**config.mk**
```make
export PLATFORM = sky130hd
export DESIGN_NAME = cmd_data_bridge
export DESIGN_NICKNAME = d
export VERILOG_FILES = /design/src/rtl/cdb_pkg.sv /design/src/rtl/cdb_cmd_fmt.sv /design/src/rtl/cdb_word_cnt.sv /design/src/rtl/cdb_seq.sv /design/src/rtl/cmd_data_bridge.sv
export SDC_FILE = /design/constraint.sdc
export NUM_CORES = 1
export LEC_CHECK = 0
export BUFFER_PORTS_ARGS = -buffer_cell sky130_fd_sc_hd__buf_2
export CORE_AREA = 2 2 69 103
export CTS_CLUSTER_SIZE = 28
export DETAILED_ROUTE_END_ITERATION = 8
export DIE_AREA = 0 0 71 105
export GPL_ROUTABILITY_DRIVEN = 0
export PLACE_DENSITY = 0.88
export SYNTH_ARGS = -nofsm -noshare
export SYNTH_HDL_FRONTEND = slang
export SYNTH_HIERARCHICAL = 1
export SYNTH_SLANG_ARGS = --single-unit
```
**constraint.sdc**
```tcl
create_clock -name clk -period 5.5 [get_ports clk]
set_clock_uncertainty 0.05 [all_clocks]
set_input_delay 0.825 -clock clk [delete_from_list [all_inputs] [get_ports clk]]
set_output_delay 0.825 -clock clk [all_outputs]
set_load 0.005 [all_outputs]
```
**src/rtl/cdb_pkg.sv**
```systemverilog
package cdb_pkg;
  localparam int PORT_W = 16;
  localparam int BE_LSB = 12;

  typedef enum logic [1:0] {
    OP_REG_RD = 2'b00,
    OP_REG_WR = 2'b01,
    OP_BLK_RD = 2'b10,
    OP_BLK_WR = 2'b11
  } op_e;

  typedef enum logic [2:0] {
    S_IDLE,
    S_CMD,
    S_CMD_GAP,
    S_DAT,
    S_DAT_GAP
  } st_e;
endpackage

```
**src/rtl/cdb_cmd_fmt.sv**
```systemverilog
module cdb_cmd_fmt
  import cdb_pkg::*;
#(
  parameter int OFFS_W = 8
) (
  input  logic [OFFS_W-1:0] offs,
  output logic [PORT_W-1:0] cmd_word
);
  localparam logic [PORT_W-1:0] EVEN_MASK = ~PORT_W'(1);
  logic [PORT_W-1:0] base;
  logic [PORT_W-1:0] be_bits;

  always_comb begin
    base    = PORT_W'(offs) & EVEN_MASK;
    // Enable pair shifts up by two when the offset targets the upper half-word
    be_bits = PORT_W'(2'b11) << (BE_LSB + (offs[1] ? 2 : 0));
    cmd_word = base | be_bits;
  end
endmodule

```
**src/rtl/cdb_word_cnt.sv**
```systemverilog
module cdb_word_cnt #(
  parameter int LEN_W = 12
) (
  input  logic             clk,
  input  logic             rst,
  input  logic [LEN_W-1:0] len_bytes,
  input  logic             load,
  input  logic             dec,
  output logic             zero_len,
  output logic             last
);
  logic [LEN_W-1:0] words;
  logic [LEN_W-1:0] left;

  assign words    = len_bytes >> 1;
  assign zero_len = (words == '0);
  assign last     = (left == LEN_W'(1));

  always_ff @(posedge clk) begin
    if (rst)       left <= '0;
    else if (load) left <= words;
    else if (dec)  left <= left - LEN_W'(1);
  end
endmodule

```
**src/rtl/cdb_seq.sv**
```systemverilog
module cdb_seq
  import cdb_pkg::*;
(
  input  logic              clk,
  input  logic              rst,
  input  logic              req_valid,
  input  op_e               op,
  input  logic [PORT_W-1:0] cmd_word,
  input  logic [PORT_W-1:0] req_wdata,
  input  logic              cnt_zero,
  input  logic              cnt_last,
  output logic              cnt_load,
  output logic              cnt_dec,
  output logic              cap_en,
  output logic              ready,
  output logic              done,
  output logic              rd_valid,
  output logic              wr_next,
  output logic              stb,
  output logic              sel,
  output logic              we,
  output logic [PORT_W-1:0] wdata
);
  st_e               st;
  op_e               op_q;
  logic [PORT_W-1:0] hold;
  logic              is_reg_q;

  assign ready    = (st == S_IDLE);
  assign cnt_load = ready && req_valid;
  assign cnt_dec  = (st == S_DAT);
  assign cap_en   = (st == S_DAT) && !we;
  assign is_reg_q = (op_q == OP_REG_RD) || (op_q == OP_REG_WR);

  always_ff @(posedge clk) begin
    if (rst) begin
      st       <= S_IDLE;
      op_q     <= OP_REG_RD;
      hold     <= '0;
      stb      <= 1'b0;
      sel      <= 1'b0;
      we       <= 1'b0;
      wdata    <= '0;
      done     <= 1'b0;
      rd_valid <= 1'b0;
      wr_next  <= 1'b0;
    end else begin
      stb      <= 1'b0;
      done     <= 1'b0;
      rd_valid <= 1'b0;
      wr_next  <= 1'b0;
      unique case (st)
        S_IDLE: begin
          if (req_valid) begin
            op_q <= op;
            hold <= req_wdata;
            if (op == OP_REG_RD || op == OP_REG_WR) begin
              stb   <= 1'b1;
              sel   <= 1'b1;
              we    <= 1'b1;
              wdata <= cmd_word;
              st    <= S_CMD;
            end else if (cnt_zero) begin
              done <= 1'b1;
            end else begin
              stb   <= 1'b1;
              sel   <= 1'b0;
              we    <= (op == OP_BLK_WR);
              wdata <= req_wdata;
              st    <= S_DAT;
            end
          end
        end
        S_CMD: st <= S_CMD_GAP;
        S_CMD_GAP: begin
          stb   <= 1'b1;
          sel   <= 1'b0;
          we    <= (op_q == OP_REG_WR);
          wdata <= hold;
          st    <= S_DAT;
        end
        S_DAT: begin
          rd_valid <= !we;
          if (is_reg_q || cnt_last) begin
            done <= 1'b1;
            st   <= S_IDLE;
          end else begin
            wr_next <= we;
            st      <= S_DAT_GAP;
          end
        end
        S_DAT_GAP: begin
          stb   <= 1'b1;
          wdata <= req_wdata;
          st    <= S_DAT;
        end
        default: st <= S_IDLE;
      endcase
    end
  end
endmodule

```
**src/rtl/cmd_data_bridge.sv**
```systemverilog
module cmd_data_bridge
  import cdb_pkg::*;
#(
  parameter int OFFS_W = 8,
  parameter int LEN_W  = 12
) (
  input  logic              clk,
  input  logic              rst,
  input  logic              req_valid,
  input  logic [1:0]        req_op,
  input  logic [OFFS_W-1:0] req_offset,
  input  logic [15:0]       req_wdata,
  input  logic [LEN_W-1:0]  req_len,
  output logic              req_ready,
  output logic              done,
  output logic [15:0]       rd_data,
  output logic              rd_valid,
  output logic              wr_next,
  output logic              bus_stb,
  output logic              bus_sel,
  output logic              bus_we,
  output logic [15:0]       bus_wdata,
  input  logic [15:0]       bus_rdata
);
  logic [PORT_W-1:0] cmd_word;
  logic cnt_zero, cnt_last, cnt_load, cnt_dec, cap_en;

  cdb_cmd_fmt #(.OFFS_W(OFFS_W)) u_fmt (
    .offs     (req_offset),
    .cmd_word (cmd_word)
  );

  cdb_word_cnt #(.LEN_W(LEN_W)) u_cnt (
    .clk       (clk),
    .rst       (rst),
    .len_bytes (req_len),
    .load      (cnt_load),
    .dec       (cnt_dec),
    .zero_len  (cnt_zero),
    .last      (cnt_last)
  );

  cdb_seq u_seq (
    .clk       (clk),
    .rst       (rst),
    .req_valid (req_valid),
    .op        (op_e'(req_op)),
    .cmd_word  (cmd_word),
    .req_wdata (req_wdata),
    .cnt_zero  (cnt_zero),
    .cnt_last  (cnt_last),
    .cnt_load  (cnt_load),
    .cnt_dec   (cnt_dec),
    .cap_en    (cap_en),
    .ready     (req_ready),
    .done      (done),
    .rd_valid  (rd_valid),
    .wr_next   (wr_next),
    .stb       (bus_stb),
    .sel       (bus_sel),
    .we        (bus_we),
    .wdata     (bus_wdata)
  );

  always_ff @(posedge clk) begin
    if (rst)         rd_data <= '0;
    else if (cap_en) rd_data <= bus_rdata;
  end
endmodule

```
=== Yosys cells after proc, flatten, opt, wreduce, memory -nomap -nowiden ===
Index checks and enable logic that the tools add are counted.

* Bits of input ports: 57
* Bits in registers: 71

* Bitwise gates (word level): 2
* Multiplexer cells: 29
* Equality and inequality tests: 10
* Reductions and logical operators: 21
* Shift-type cells: 1
* $add $sub $neg: 2

{| class="wikitable"
|+ Operators by type and width
! kind !! count
|-
| $mux W16 || 3
|-
| $pmux W16 S3 || 1
|-
| $add A5 B32 Y32 const A || 1
|-
| $shl A2 B32 Y16 const A || 1
|-
| $mux W11 || 2
|-
| $or A8 B16 Y16 || 1
|-
| $mux W1 || 13
|-
| $eq A12 B1 Y1 const B || 1
|-
| $logic_not A12 Y1 || 1
|-
| $mux W3 || 4
|-
| $pmux W3 S4 || 1
|-
| $sub A12 B1 Y12 const B || 1
|-
| $pmux W1 S2 || 4
|-
| $eq A3 B2 Y1 const B || 2
|-
| $reduce_and A3 Y1 || 2
|-
| $reduce_or A2 Y1 || 3
|-
| $eq A2 B1 Y1 const B || 2
|-
| $logic_not A2 Y1 || 2
|-
| $reduce_and A2 Y1 || 2
|-
| $reduce_bool A2 Y1 || 2
|-
| $eq A3 B1 Y1 const B || 1
|-
| $eq A3 B3 Y1 const B || 1
|-
| $logic_not A3 Y1 || 1
|-
| $logic_or A1 B1 Y1 || 3
|-
| other kinds (9) || 10
|}

=== Logic depth before layout (Yosys ltp) ===
Gate-level depths: netlist of the first run.

* Word-level depth: 7
* Mapped depth: 10
* Depth with buffers taken out: 7

=== By module ===
Netlist of the first run, hierarchy kept.

{| class="wikitable"
|+ By module, submodules not included
! module !! sequential area each (um2) !! times used !! area an instance (um2) !! cells each
|-
| cdb_seq || 860.8 || 1 || 2143.3 || 237
|-
| cdb_word_cnt || 240.2 || 1 || 785.8 || 94
|-
| cmd_data_bridge || 320.3 || 1 || 580.6 || 52
|-
| cdb_cmd_fmt || 0.0 || 1 || 120.1 || 17
|}

=== Worst setup path before layout of the first run ===
OpenSTA, ideal clock, no wires.

* Path kind: input to register
* Start: input port req_len[7]
* End: register u_seq.wdata[3]
* Cell stages on the path: 9
* Required time: 5310 ps
* Arrival time: 2215 ps
* Setup slack: 3095 ps
* Setup time: 140 ps
* Path through: nor4_1 -> nand2_1 -> nor4_1 -> a21boi_0 -> o31a_1 -> buf_4 -> buf_6 -> nor2_1 -> a211oi_2

* Longest elaborated chain between the ends: 3

{| class="wikitable"
|+ RTL lines
! element !! line !! RTL
|-
| start: declaration || cmd_data_bridge.sv:13 || <nowiki>input logic [LEN_W-1:0] req_len,</nowiki>
|-
| $logic_not A12 Y1 || cdb_word_cnt.sv:16 || <nowiki>assign zero_len = (words == '0);</nowiki>
|-
| named net cnt_zero || cmd_data_bridge.sv:26 || <nowiki>logic cnt_zero, cnt_last, cnt_load, cnt_dec, cap_en;</nowiki>
|-
| $ne A3 B3 Y1 (no line) || n/a ||
|-
| $reduce_and A3 Y1 (no line) || n/a ||
|-
| end signal: assignment || cdb_seq.sv:61 || <nowiki>wdata <= cmd_word;</nowiki>
|-
| end signal: assignment || cdb_seq.sv:69 || <nowiki>wdata <= req_wdata;</nowiki>
|-
| end signal: assignment || cdb_seq.sv:79 || <nowiki>wdata <= hold;</nowiki>
|-
| end: declaration || cdb_seq.sv:22 || <nowiki>output logic [PORT_W-1:0] wdata</nowiki>
|}

The timed path passes the listed nets, and every way through them passes these cells.
A chain may end at the register's enable or synchronous reset.

=== Worst setup path in the final report of the first run ===
* Start: register u_seq.st[2]
* End: register u_cnt.left[9]

* Longest elaborated chain between the ends: 3
* Elaborated cells between the ends (all ways): 5
* Classes of those cells: eq/ne: 1; mux: 1; reduce/logical: 3

{| class="wikitable"
|+ RTL lines
! element !! line !! RTL
|-
| start: declaration || cdb_seq.sv:24 || <nowiki>st_e st;</nowiki>
|-
| start signal: assignment || cdb_seq.sv:37 || <nowiki>st <= S_IDLE;</nowiki>
|-
| start signal: assignment || cdb_seq.sv:62 || <nowiki>st <= S_CMD;</nowiki>
|-
| start signal: assignment || cdb_seq.sv:70 || <nowiki>st <= S_DAT;</nowiki>
|-
| $logic_not A3 Y1 (*) || cdb_seq.sv:29 || <nowiki>assign ready = (st == S_IDLE);</nowiki>
|-
| $logic_and A1 B1 Y1 (*) || cdb_seq.sv:30 || <nowiki>assign cnt_load = ready && req_valid;</nowiki>
|-
| named net cnt_load || cmd_data_bridge.sv:26 ||
|-
| $mux W11 / $reduce_bool A2 Y1 (equally long branches) || n/a ||
|-
| end signal: assignment || cdb_word_cnt.sv:21 || <nowiki>else if (load) left <= words;</nowiki>
|-
| end signal: assignment || cdb_word_cnt.sv:22 || <nowiki>else if (dec) left <= left - LEN_W'(1);</nowiki>
|-
| end: declaration || cdb_word_cnt.sv:13 || <nowiki>logic [LEN_W-1:0] left;</nowiki>
|}

The timed path passes the listed nets; every way through them passes the cells marked *.

==> summary.md, run 1 <==
| Metric | Value |
|---|---|
| Global Route Usage Sum | 0.216 |
| Worst R2R Start | u_seq/st[2] |
| Ys async rst share | 0 |
| Most common cell after layout, fill and taps aside | buf_2 |
| Footprint of the multi-input gates | roughly 1800 um^2 |
| Post-synth cell types | 58 |
| Fin cells | 543 |
| Row count | 36 |
| Hold Path Sink | u_seq/op_q[0] |
| Final Hold Fails | 0 |
| R2R cell count | 6 |
| Peak supply drop | 0.248 mV |
| Syn_area_per_cell | between 9 and 10 um^2 |
| WHS | just over 0.4 ns |
| DRT iter0 DRCs | around 130 |
| Core area | between 6000 and 7000 um^2 |
| Fin. max-slew vios | 0 |
| Main synth FF type | dfxtp_1 |
| CP max FO | 45 |
| Setup TNS | 0 ns |
| TritonRoute pass-1 iters | 4 |
| Post-synth EDFFs | 0 |
| Clock sinks | 71 |
| Crit Path Class | reg -> reg |
| Most frequent cells in the layout | buf_2, dfxtp_1, nand2_1, nor2_1, a21oi_1 |
| Synthesis-to-layout area growth | 13.5% |
| Min-delay src | u_seq/op_q[0] |
| Least-Margin Pin Slew | ~0.8 ns |
| Placed cell area | 3890 um^2 |
| Final Cycle Share | 0.575 |
| Tmin final | approximately 3.2 ns |
| PwrDens | roughly 320 nW/um^2 |
| Reg2Reg Setup Slack | 2.34 ns |
| Pin count of the biggest net entering global routing | between 40 and 50 |
| Die Ht | approximately 110 um |
| # fillers | 568 |
| Via/cell ratio | 5.69 |
| Number of routed nets with antenna violations | 0 |
| Yosys reg bits | 71 |
| CTS Buf Count | 9 |
| Clk_lat worst skew | 0.35 ns |
| CTS tree | yes |
| RSZ-0062 raised after global routing | false |
| Initial antenna violation count | 0 |
| Final setup vio count | 0 |
| Clock-pin slew on the worst setup and hold paths | about 0.080 ns |
| Startpoint Class | flop |
| Post-CTS sizing | 0 |
| HPWL after detailed placement | between 5000 and 6000 um |
| Routed wire length | 7850 um |
| Global-route wire length before repair | between 10000 and 15000 um |
| Nets@finish | 521 |
| Reg area | ~1400 um^2 |
| Clock Path Buffers | 2 |
| H-tree depth | 3 |
| CTS root buf | clkbuf_8 |
| Worst r2r dst | u_cnt/left[9] |
| Vias | just over 3000 |
| Vias in the first global route | slightly below 3000 |
| Wirelength per Cell | between 10 and 15 um |
| Max_cap viols | 0 |
| Syn Std Cell Area | between 3000 and 4000 um^2 |
| Gate Count Post-Synth | 400 |
| WP data arrival | roughly 3.4 ns |
| Placed insts | ~530 |
| Post-CTS Setup Inserts | 0 |
| Post-route DRC | 0 |
| Run status | completed |
| Ant. Diodes | 0 |
| I/O pins | 96 |
| Fin area | 4120 um^2 |
| DIE AREA | ~7500 um^2 |
| GRT overflow | 0 |
| Synth warn | 6 |
| Worst Hold Depth | 2 |
| HP Class | reg -> reg |
| CTS Hold Bufs | 0 |
| Layout cell share with drive strength beyond 1 | 0.296 |
| Rel. slew slack | 0.470 |
| Seq/Total Area, Yosys | 0.392 |
| Static leakage | roughly 1.8 nW |
| Die width | approximately 70 um |
| CP required | 5.70 ns |
| Max Clk Rate | around 320 MHz |
| Starting density of the core | 0.556 |
| Critical Path End Type | flop |
| # port buffers | 93 |
[state kept, by name, indices dropped and copies added (netlist names), 2 cells and up]
| signal | cells |
|---|---|
| u_seq/op_q | 2 |
| rd_data | 16 |
| u_seq/wdata | 16 |
| u_cnt/left | 12 |
| u_seq/st | 3 |
| u_seq/hold | 16 |
[synthesized netlist by cell type (all sizes together), types with 3 or more instances]
library cell  count  area (um^2)
nand2            43          161
o21ai             3         15.0
buf              37          300
nor4             10         68.8
or3               3         20.0
inv              10         37.5
a21oi            40          200
xor2              3         33.8
nor2             40          150
nor2b             4         25.0
nor3              6         41.3
dfxtp            71         1420
mux2i            34          340
xnor2             3         26.3
a221oi           17          199
o311a             4         40.0
and2              3         18.8
o31a              3         27.5
nand2b            6         37.5
clkbuf           14         58.8
a211oi           16          155
[report_power, final]
group	total [W]	internal (W)	switching (W)
clock network	0.000477	0.000279	0.000198
logic	0.000238	0.000105	0.000132
registers	0.000589	0.000555	0.0000340
[metal layers]
metal  vias up  routed length, um  track usage
met5         -                  0            0
met3         6                567       0.0569
met1      1444               3240        0.245
met2       118               3960        0.379
met4         0                 84       0.0863
li1       1523                  -            -
[kinds of logic after synthesis]
group / Yosys count / synth area share
AOI/OAI and AO/OA: 95 / 0.203
xor gates and xnor gates: 6 / 0.0165
DFF: 71 / 0.392
and+or+nand+nor: 130 / 0.178
adders and majority gates: 2 / 0.00689
buffers and inverters: 61 / 0.109
other: 1 / 0.00103
muxes: 34 / 0.0938
[metrics by stage]
stage / util / total power (W) / worst slack (ns)
global placement: 0.595 / 0.000824 / 2.22
finish: 0.631 / 0.00130 / 2.34
CTS: 0.631 / 0.00131 / 2.34
global route: 0.631 / 0.00137 / 2.14
floorplan: - / 0.000782 / 3.10
detailed placement: 0.595 / 0.000835 / 2.21
[area by class of cell]
class / count / area share
Clock buffer: 11 / 0.0367
Multi-Input combinational cell: 272 / 0.445
Sequential cell: 71 / 0.345
Inverter: 10 / 0.00911
Clock inverter: 5 / 0.0194
Timing Repair Buffer: 98 / 0.122
Tap cell: 76 / 0.0231
[critical path, cell delays in order (launching register included)]
cell and delay (ns):
dfxtp_1 0.68, nor3_4 0.10, nand2_1 0.57, inv_2 0.52, or3b_2 0.56, or4_1 0.39
and3_1 0.18
[worst max-delay path by stage]
stage                     start        endpoint  slack, ns
global placement      req_valid   u_cnt/left[9]       2.22
global route        u_seq/st[2]   u_cnt/left[9]       2.14
CTS                 u_seq/st[2]   u_cnt/left[9]       2.34
detailed placement    req_valid   u_cnt/left[9]       2.21
finish              u_seq/st[2]   u_cnt/left[9]       2.34
floorplan            req_len[7]  u_seq/wdata[3]       3.10
Power figures use the tool's default switching activity.
==> run 2, diff against run 1 <==
--- a/config.mk
+++ b/config.mk
@@ -6,12 +6,12 @@
 export NUM_CORES = 1
 export LEC_CHECK = 0
 export BUFFER_PORTS_ARGS = -buffer_cell sky130_fd_sc_hd__buf_2
-export CORE_AREA = 2 2 69 103
+export CORE_AREA = 2 2 71 107
 export CTS_CLUSTER_SIZE = 28
 export DETAILED_ROUTE_END_ITERATION = 8
-export DIE_AREA = 0 0 71 105
+export DIE_AREA = 0 0 73 109
 export GPL_ROUTABILITY_DRIVEN = 0
-export PLACE_DENSITY = 0.88
+export PLACE_DENSITY = 0.83
 export SYNTH_ARGS = -nofsm -noshare
 export SYNTH_HDL_FRONTEND = slang
 export SYNTH_HIERARCHICAL = 1
==> constraint.sdc (replaced) <==
create_clock -name clk -period 3.2 [get_ports clk]
set_clock_uncertainty 0.05 [all_clocks]
set_input_delay 0.48 -clock clk [delete_from_list [all_inputs] [get_ports clk]]
set_output_delay 0.48 -clock clk [all_outputs]
set_load 0.005 [all_outputs]
==> run 2 against run 1 <==
Against the previous run:
- utilization shrank 4.6 points
- non-clock buffer count rose by 5
- first-iteration DRC count rose by 55%
- combinational power is 76% higher
- clock power is 56% higher
- largest cell class unchanged
- largest power group unchanged
- design area up 0.52%
- worst setup slack worse by 1.8 ns
- critical endpoint unchanged
- register-to-register slack worse by 1.8 ns
==> summary.md, run 2 (same netlist as run 1, synthesis figures left out) <==
| Metric | Value |
|---|---|
| Static leakage | 1.81 nW (+0.89%) |
| Critical Path End Type | flop |
| Rel. slew slack | 0.450 (-0.0199) |
| Worst r2r dst | u_cnt/left[9] |
| Largest regs | rd_data (16), u_seq/hold (16), u_seq/wdata (16) |
| Fin. max-slew vios | 0 (unchanged) |
| Least-Margin Pin Slew | 0.825 ns (+0.0299 ns) |
| CTS Buf Count | 9 (unchanged) |
| Int Power | 0.00156 W (+67%) |
| WP data arrival | 2.86 ns (-0.50 ns) |
| Reg power frac | 0.466 (+0.014) |
| Core area | 7080 um^2 (+8.5%) |
| Peak supply drop | 0.343 mV (+38%) |
| HP Class | in -> reg |
| TritonRoute pass-1 iters | 4 (unchanged) |
| GRT overflow | 0 (unchanged) |
| # fillers | 615 (+8.3%) |
| # port buffers | 93 (unchanged) |
| CP max FO | 12 (-73%) |
| Reg2Reg Setup Slack | 0.53 ns (-1.81 ns) |
| Vias | 3157 (+2.1%) |
| Tmin final | 2.67 ns (-0.488 ns) |
| Number of routed nets with antenna violations | 0 (unchanged) |
| RSZ-0062 raised after global routing | false |
| Bufs and invs on worst path | 1 (unchanged) |
| I/O pins | 96 (unchanged) |
| Worst path max stage delay | 0.64 ns (-0.04 ns) |
| Sw frac | 0.280 (+0.000843) |
| Reg area | 1420 um^2 (unchanged) |
| Clock Path Buffers | 2 (unchanged) |
| DIE AREA | 7960 um^2 (+6.7%) |
| Die width | 73 um (+2.8%) |
| Global-route wire length before repair | 13300 um (+1.1%) |
| R2R cell count | 6 (unchanged) |
| Pin count of the biggest net entering global routing | 33 (-28%) |
| Final Cycle Share | 0.836 (+0.261) |
| DRT iter0 DRCs | 204 (+55%) |
| Worst R2R Start | u_seq/st[1] |
| Worst setup startpoint | u_seq/st[1] |
| Clk network pwr share | 0.342 (-0.024) |
| Wirelength per Cell | 15.0 um (+3.7%) |
| Synthesis-to-layout area growth | 14.1% |
| Global Route Usage Sum | 0.212 (-0.00411) |
| CP max stage cell | dfxtp_1 |
| Crit Path Class | reg -> reg |
| Via/cell ratio | 5.72 (+0.47%) |
| Starting density of the core | 0.512 (-0.0434) |
| CTS root buf | clkbuf_8 |
| Combinational share of power | 0.192 (+0.010) |
| Setup TNS | 0 ns (unchanged) |
| Final setup vio count | 0 (unchanged) |
| Row count | 38 (+5.6%) |
| Power Total | 0.00217 W (+67%) |
| Hold Path Sink | rd_data[6] |
| Final Hold Fails | 0 (unchanged) |
| CTS tree | yes |
| Post-CTS Setup Inserts | 0 (unchanged) |
| Startpoint Class | flop |
| Psw | 0.000610 W (+67%) |
| CP required | 3.38 ns (-2.32 ns) |
| PwrDens | 525 nW/um^2 (+66%) |
| HPWL after detailed placement | 5720 um (+7.5%) |
| Initial antenna violation count | 0 (unchanged) |
| Post-route DRC | 0 (unchanged) |
| Cell Chain, Critical Path | nand2_1 -> nor2_1 -> buf_4 -> or4b_1 -> or4_1 -> and3_1 |
| Ant. Diodes | 0 (unchanged) |
| Die Ht | 109 um (+3.8%) |
| Post-CTS sizing | 0 (unchanged) |
| Most frequent cells in the layout | buf_2, dfxtp_1, nand2_1, nor2_1, a21oi_1 |
| Most common cell after layout, fill and taps aside | buf_2 |
| Vias in the first global route | 3011 (+0.97%) |
| Layout cell share with drive strength beyond 1 | 0.299 (+0.00323) |
| Nets@finish | 526 (+0.96%) |
| Clk_lat worst skew | 0.34 ns (about the same) |
| H-tree depth | 3 (unchanged) |
| Run status | completed |
| Worst Hold Depth | 3 (+1) |
| Clock sinks | 71 (unchanged) |
| Min-delay src | bus_rdata[6] |
| Routed wire length | 8270 um (+5.4%) |
| Clock-pin slew on the worst setup and hold paths | 0.07 ns (about the same) |
| Max_cap viols | 0 (unchanged) |
| Footprint of the multi-input gates | 1830 um^2 (unchanged) |
| Crit path max-delay family | simple AND/OR/NAND/NOR gates |
| CTS Hold Bufs | 0 (unchanged) |
| Max Clk Rate | 374 MHz (+18%) |
-- run 2: worst max-delay path by stage --
stage,to,slack (ns),cells after the start
6_report,u_cnt/left[9],0.53,6
5_1_grt,u_cnt/left[9],0.42,6
4_1_cts,u_cnt/left[9],0.56,6
3_5_place_dp,u_seq/wdata[5],0.43,9
3_3_place_gp,u_seq/wdata[8],0.47,9
2_1_floorplan,u_cnt/left[9],0.90,7
-- run 2: power groups by stage --
stage	Clock (W)	Sequential, W	Combinational (W)
floorplan	0	0.00101	0.000331
global placement	0	0.00103	0.000401
detailed placement	0	0.00103	0.000416
CTS	0.000764	0.00101	0.000419
global route	0.000798	0.00102	0.000461
finish	0.000743	0.00101	0.000418
-- run 2: worst reg2reg max path, cell delays in order, from the launching register on --
cell and delay [ns]:
dfxtp_1 0.64, nand2_1 0.24, nor2_1 0.14, buf_4 0.17, or4b_1 0.64, or4_1 0.52, and3_1 0.17
-- run 2: per-layer routing --
| layer | up-vias | track usage | routed length [um] |
|---|---|---|---|
| met1 | 1479 | 0.238 | 3440 |
| met3 | 10 | 0.0499 | 542 |
| li1 | 1536 | - | - |
| met5 | - | 0 | 0 |
| met2 | 132 | 0.371 | 4140 |
| met4 | 0 | 0.0992 | 148 |
-- run 2: area by class of cell --
type,instances,area share
inverter,10,0.00906
tap,80,0.0242
timing repair buffer,103,0.131
clock inverter,2,0.00906
sequential,71,0.343
clock buffer,14,0.0417
multi-input combinational,272,0.442
-- run 2: metrics by stage --
stage / instances / utilization / instance area [um^2] / worst slack [ns] / hold slack (ns)
2_1_floorplan: 404 / - / 3640 / 0.905 / 0.382
3_3_place_gp: 536 / 0.555 / 3930 / 0.472 / 0.391
3_5_place_dp: 536 / 0.555 / 3930 / 0.428 / 0.402
4_1_cts: 552 / 0.585 / 4140 / 0.558 / 0.308
5_1_grt: 552 / 0.585 / 4140 / 0.421 / 0.320
6_report: 552 / 0.585 / 4140 / 0.526 / 0.325
==> run 3, diff against run 2 <==
--- a/config.mk
+++ b/config.mk
@@ -6,12 +6,12 @@
 export NUM_CORES = 1
 export LEC_CHECK = 0
 export BUFFER_PORTS_ARGS = -buffer_cell sky130_fd_sc_hd__buf_2
-export CORE_AREA = 2 2 71 107
+export CORE_AREA = 2 2 75 112
 export CTS_CLUSTER_SIZE = 28
 export DETAILED_ROUTE_END_ITERATION = 8
-export DIE_AREA = 0 0 73 109
+export DIE_AREA = 0 0 77 114
 export GPL_ROUTABILITY_DRIVEN = 0
-export PLACE_DENSITY = 0.83
+export PLACE_DENSITY = 0.8
 export SYNTH_ARGS = -nofsm -noshare
 export SYNTH_HDL_FRONTEND = slang
 export SYNTH_HIERARCHICAL = 1
==> constraint.sdc (replaced) <==
create_clock -name clk -period 2.32 [get_ports clk]
set_clock_uncertainty 0.05 [all_clocks]
set_input_delay 0.348 -clock clk [delete_from_list [all_inputs] [get_ports clk]]
set_output_delay 0.348 -clock clk [all_outputs]
set_load 0.005 [all_outputs]
==> run 3 against run 2 <==
Against the previous run:
- register-to-register slack worse by 0.29 ns
- critical path type unchanged
- combinational power up 45%
- worst hold slack worse by 0.12 ns
- non-clock buffer count up 9
- sequential share of layout area down 1.5 points
- power up 51%
- sequential power up 38%
- critical endpoint unchanged
- utilization down 3.7 points
==> summary.md, run 3 (same netlist as run 1, synthesis figures left out) <==
| Metric | Value |
|---|---|
| Run status | completed |
| CTS root buf | clkbuf_16 |
| Layout cell share with drive strength beyond 1 | 0.312 (+0.0131) |
| WHS | 0.209 ns (-0.115 ns) |
| Critical Path End Type | flop |
| Least-Margin Pin Slew | 0.547 ns (-0.278 ns) |
| Die width | 77 um (+5.5%) |
| Final Cycle Share | 0.896 (+0.0608) |
| Clk_lat worst skew | 0.33 ns (about the same) |
| Row count | 40 (+5.3%) |
| Placed cell area | 4040 um^2 (+2.8%) |
| CTS Hold Bufs | 0 (unchanged) |
| Global Route Usage Sum | 0.198 (-0.0136) |
| Via/cell ratio | 5.40 (-5.6%) |
| Nets@finish | 535 (+1.7%) |
| Global-route wire length before repair | 14100 um (+5.8%) |
| # fillers | 744 (+21%) |
| Placed insts | 570 (+6.3%) |
| Max Clk Rate | 481 MHz (+29%) |
| PwrDens | 760 nW/um^2 (+45%) |
| Crit Path Class | reg -> reg |
| Clock Path Buffers | 2 (unchanged) |
| Starting density of the core | 0.459 (-0.0533) |
| Pin count of the biggest net entering global routing | 45 (+36%) |
| Number of routed nets with antenna violations | 0 (unchanged) |
| Largest regs | rd_data (16), u_seq/hold (16), u_seq/wdata (16) |
| Setup TNS | 0 ns (unchanged) |
| Post-CTS sizing | 0 (unchanged) |
| Tmin final | 2.08 ns (-0.594 ns) |
| RSZ-0062 raised after global routing | false |
| Vias | 3165 (+0.25%) |
| Post-route DRC | 0 (unchanged) |
| DIE AREA | 8780 um^2 (+10%) |
| TritonRoute pass-1 iters | 4 (unchanged) |
| Ant. Diodes | 0 (unchanged) |
| Vias in the first global route | 3121 (+3.7%) |
| Most common cell after layout, fill and taps aside | buf_2 |
| Cell Chain, Critical Path | nor2_1 -> or4b_1 -> or4_1 -> and3_1 |
| DRT iter0 DRCs | 209 (+2.5%) |
| Fin area | 4330 um^2 (+4.6%) |
| Clock sinks | 71 (unchanged) |
| Max_cap viols | 0 (unchanged) |
| # port buffers | 93 (unchanged) |
| Post-CTS Setup Inserts | 0 (unchanged) |
| Static leakage | 1.90 nW (+5.0%) |
| Initial antenna violation count | 0 (unchanged) |
| CTS tree | yes |
| H-tree depth | 3 (unchanged) |
| CTS Buf Count | 9 (unchanged) |
| Clock-pin slew on the worst setup and hold paths | 0.05 ns (-0.02 ns) |
| Wirelength per Cell | 14.3 um (-4.3%) |
| WP data arrival | 2.25 ns (-0.61 ns) |
| Final setup vio count | 0 (unchanged) |
| Fin. max-slew vios | 0 (unchanged) |
| Peak supply drop | 0.498 mV (+45%) |
| HPWL after detailed placement | 5850 um (+2.2%) |
| R2R cell count | 4 (-2) |
| Die Ht | 114 um (+4.6%) |
| Fin cells | 586 (+6.2%) |
| Routed wire length | 8400 um (+1.6%) |
| GRT overflow | 0 (unchanged) |
| Final Hold Fails | 0 (unchanged) |
| Worst Hold Depth | 3 (unchanged) |
| Startpoint Class | flop |
| CP max stage cell | or4b_1 |
| I/O pins | 96 (unchanged) |
| HP Class | in -> reg |
| Synthesis-to-layout area growth | 19.3% |
| Most frequent cells in the layout | buf_2, dfxtp_1, nand2_1, nor2_1, a21oi_1 |
| Core area | 7910 um^2 (+12%) |
| CP required | 2.49 ns (-0.89 ns) |
| Worst path max stage delay | 0.63 ns (about the same) |
| CP max FO | 8 (-4) |
| Rel. slew slack | 0.635 (+0.185) |
run 3: critical path, delay by kind of cell (launching register included):
kind             cells  cell delay (ns)
flip-flops           1             0.39
AND/OR/NAND/NOR      4             1.53
run 3: path summary, 6_finish.rpt:
path / from / endpoint / slack [ns]
worst max-delay path: u_seq/st[2] / u_cnt/left[9] / 0.24
worst min-delay path: bus_rdata[11] / rd_data[11] / 0.21
worst max register to register: u_seq/st[2] / u_cnt/left[9] / 0.24
worst min register to register: u_seq/hold[13] / u_seq/hold[13] / 0.41
run 3: power breakdown:
| group | leakage, nW | internal, W | switching (W) | total (W) |
|---|---|---|---|---|
| clock | 0.143 | 0.000811 | 0.000482 | 0.00129 |
| combinational | 1.18 | 0.000274 | 0.000334 | 0.000608 |
| sequential | 0.582 | 0.00132 | 0.0000720 | 0.00139 |
run 3: area by class of cell:
type	instances	area, um^2	share of cell area
clock inverter	2	13.8	0.00318
sequential	71	1420	0.328
multi-input combinational	272	1830	0.423
inverter	10	37.5	0.00867
timing repair buffer	112	621	0.143
clock buffer	14	274	0.0633
tap	105	131	0.0303
run 3: per-stage QoR:
stage / util / setup WS (ns) / power [W]
after floorplan: - / 0.0246 / 0.00185
after global placement: 0.511 / 0.178 / 0.00199
after CTS: 0.548 / 0.237 / 0.00333
after detailed placement: 0.511 / 0.120 / 0.00202
final: 0.548 / 0.240 / 0.00329
after global routing: 0.548 / 0.123 / 0.00346
run 3: metal layers:
metal | up-vias | part of all wire | GRT usage
li1 | 1561 | - | -
met4 | 0 | 0.014 | 0.0845
met2 | 116 | 0.51 | 0.358
met1 | 1479 | 0.41 | 0.213
met5 | - | 0 | 0
met3 | 9 | 0.066 | 0.0625
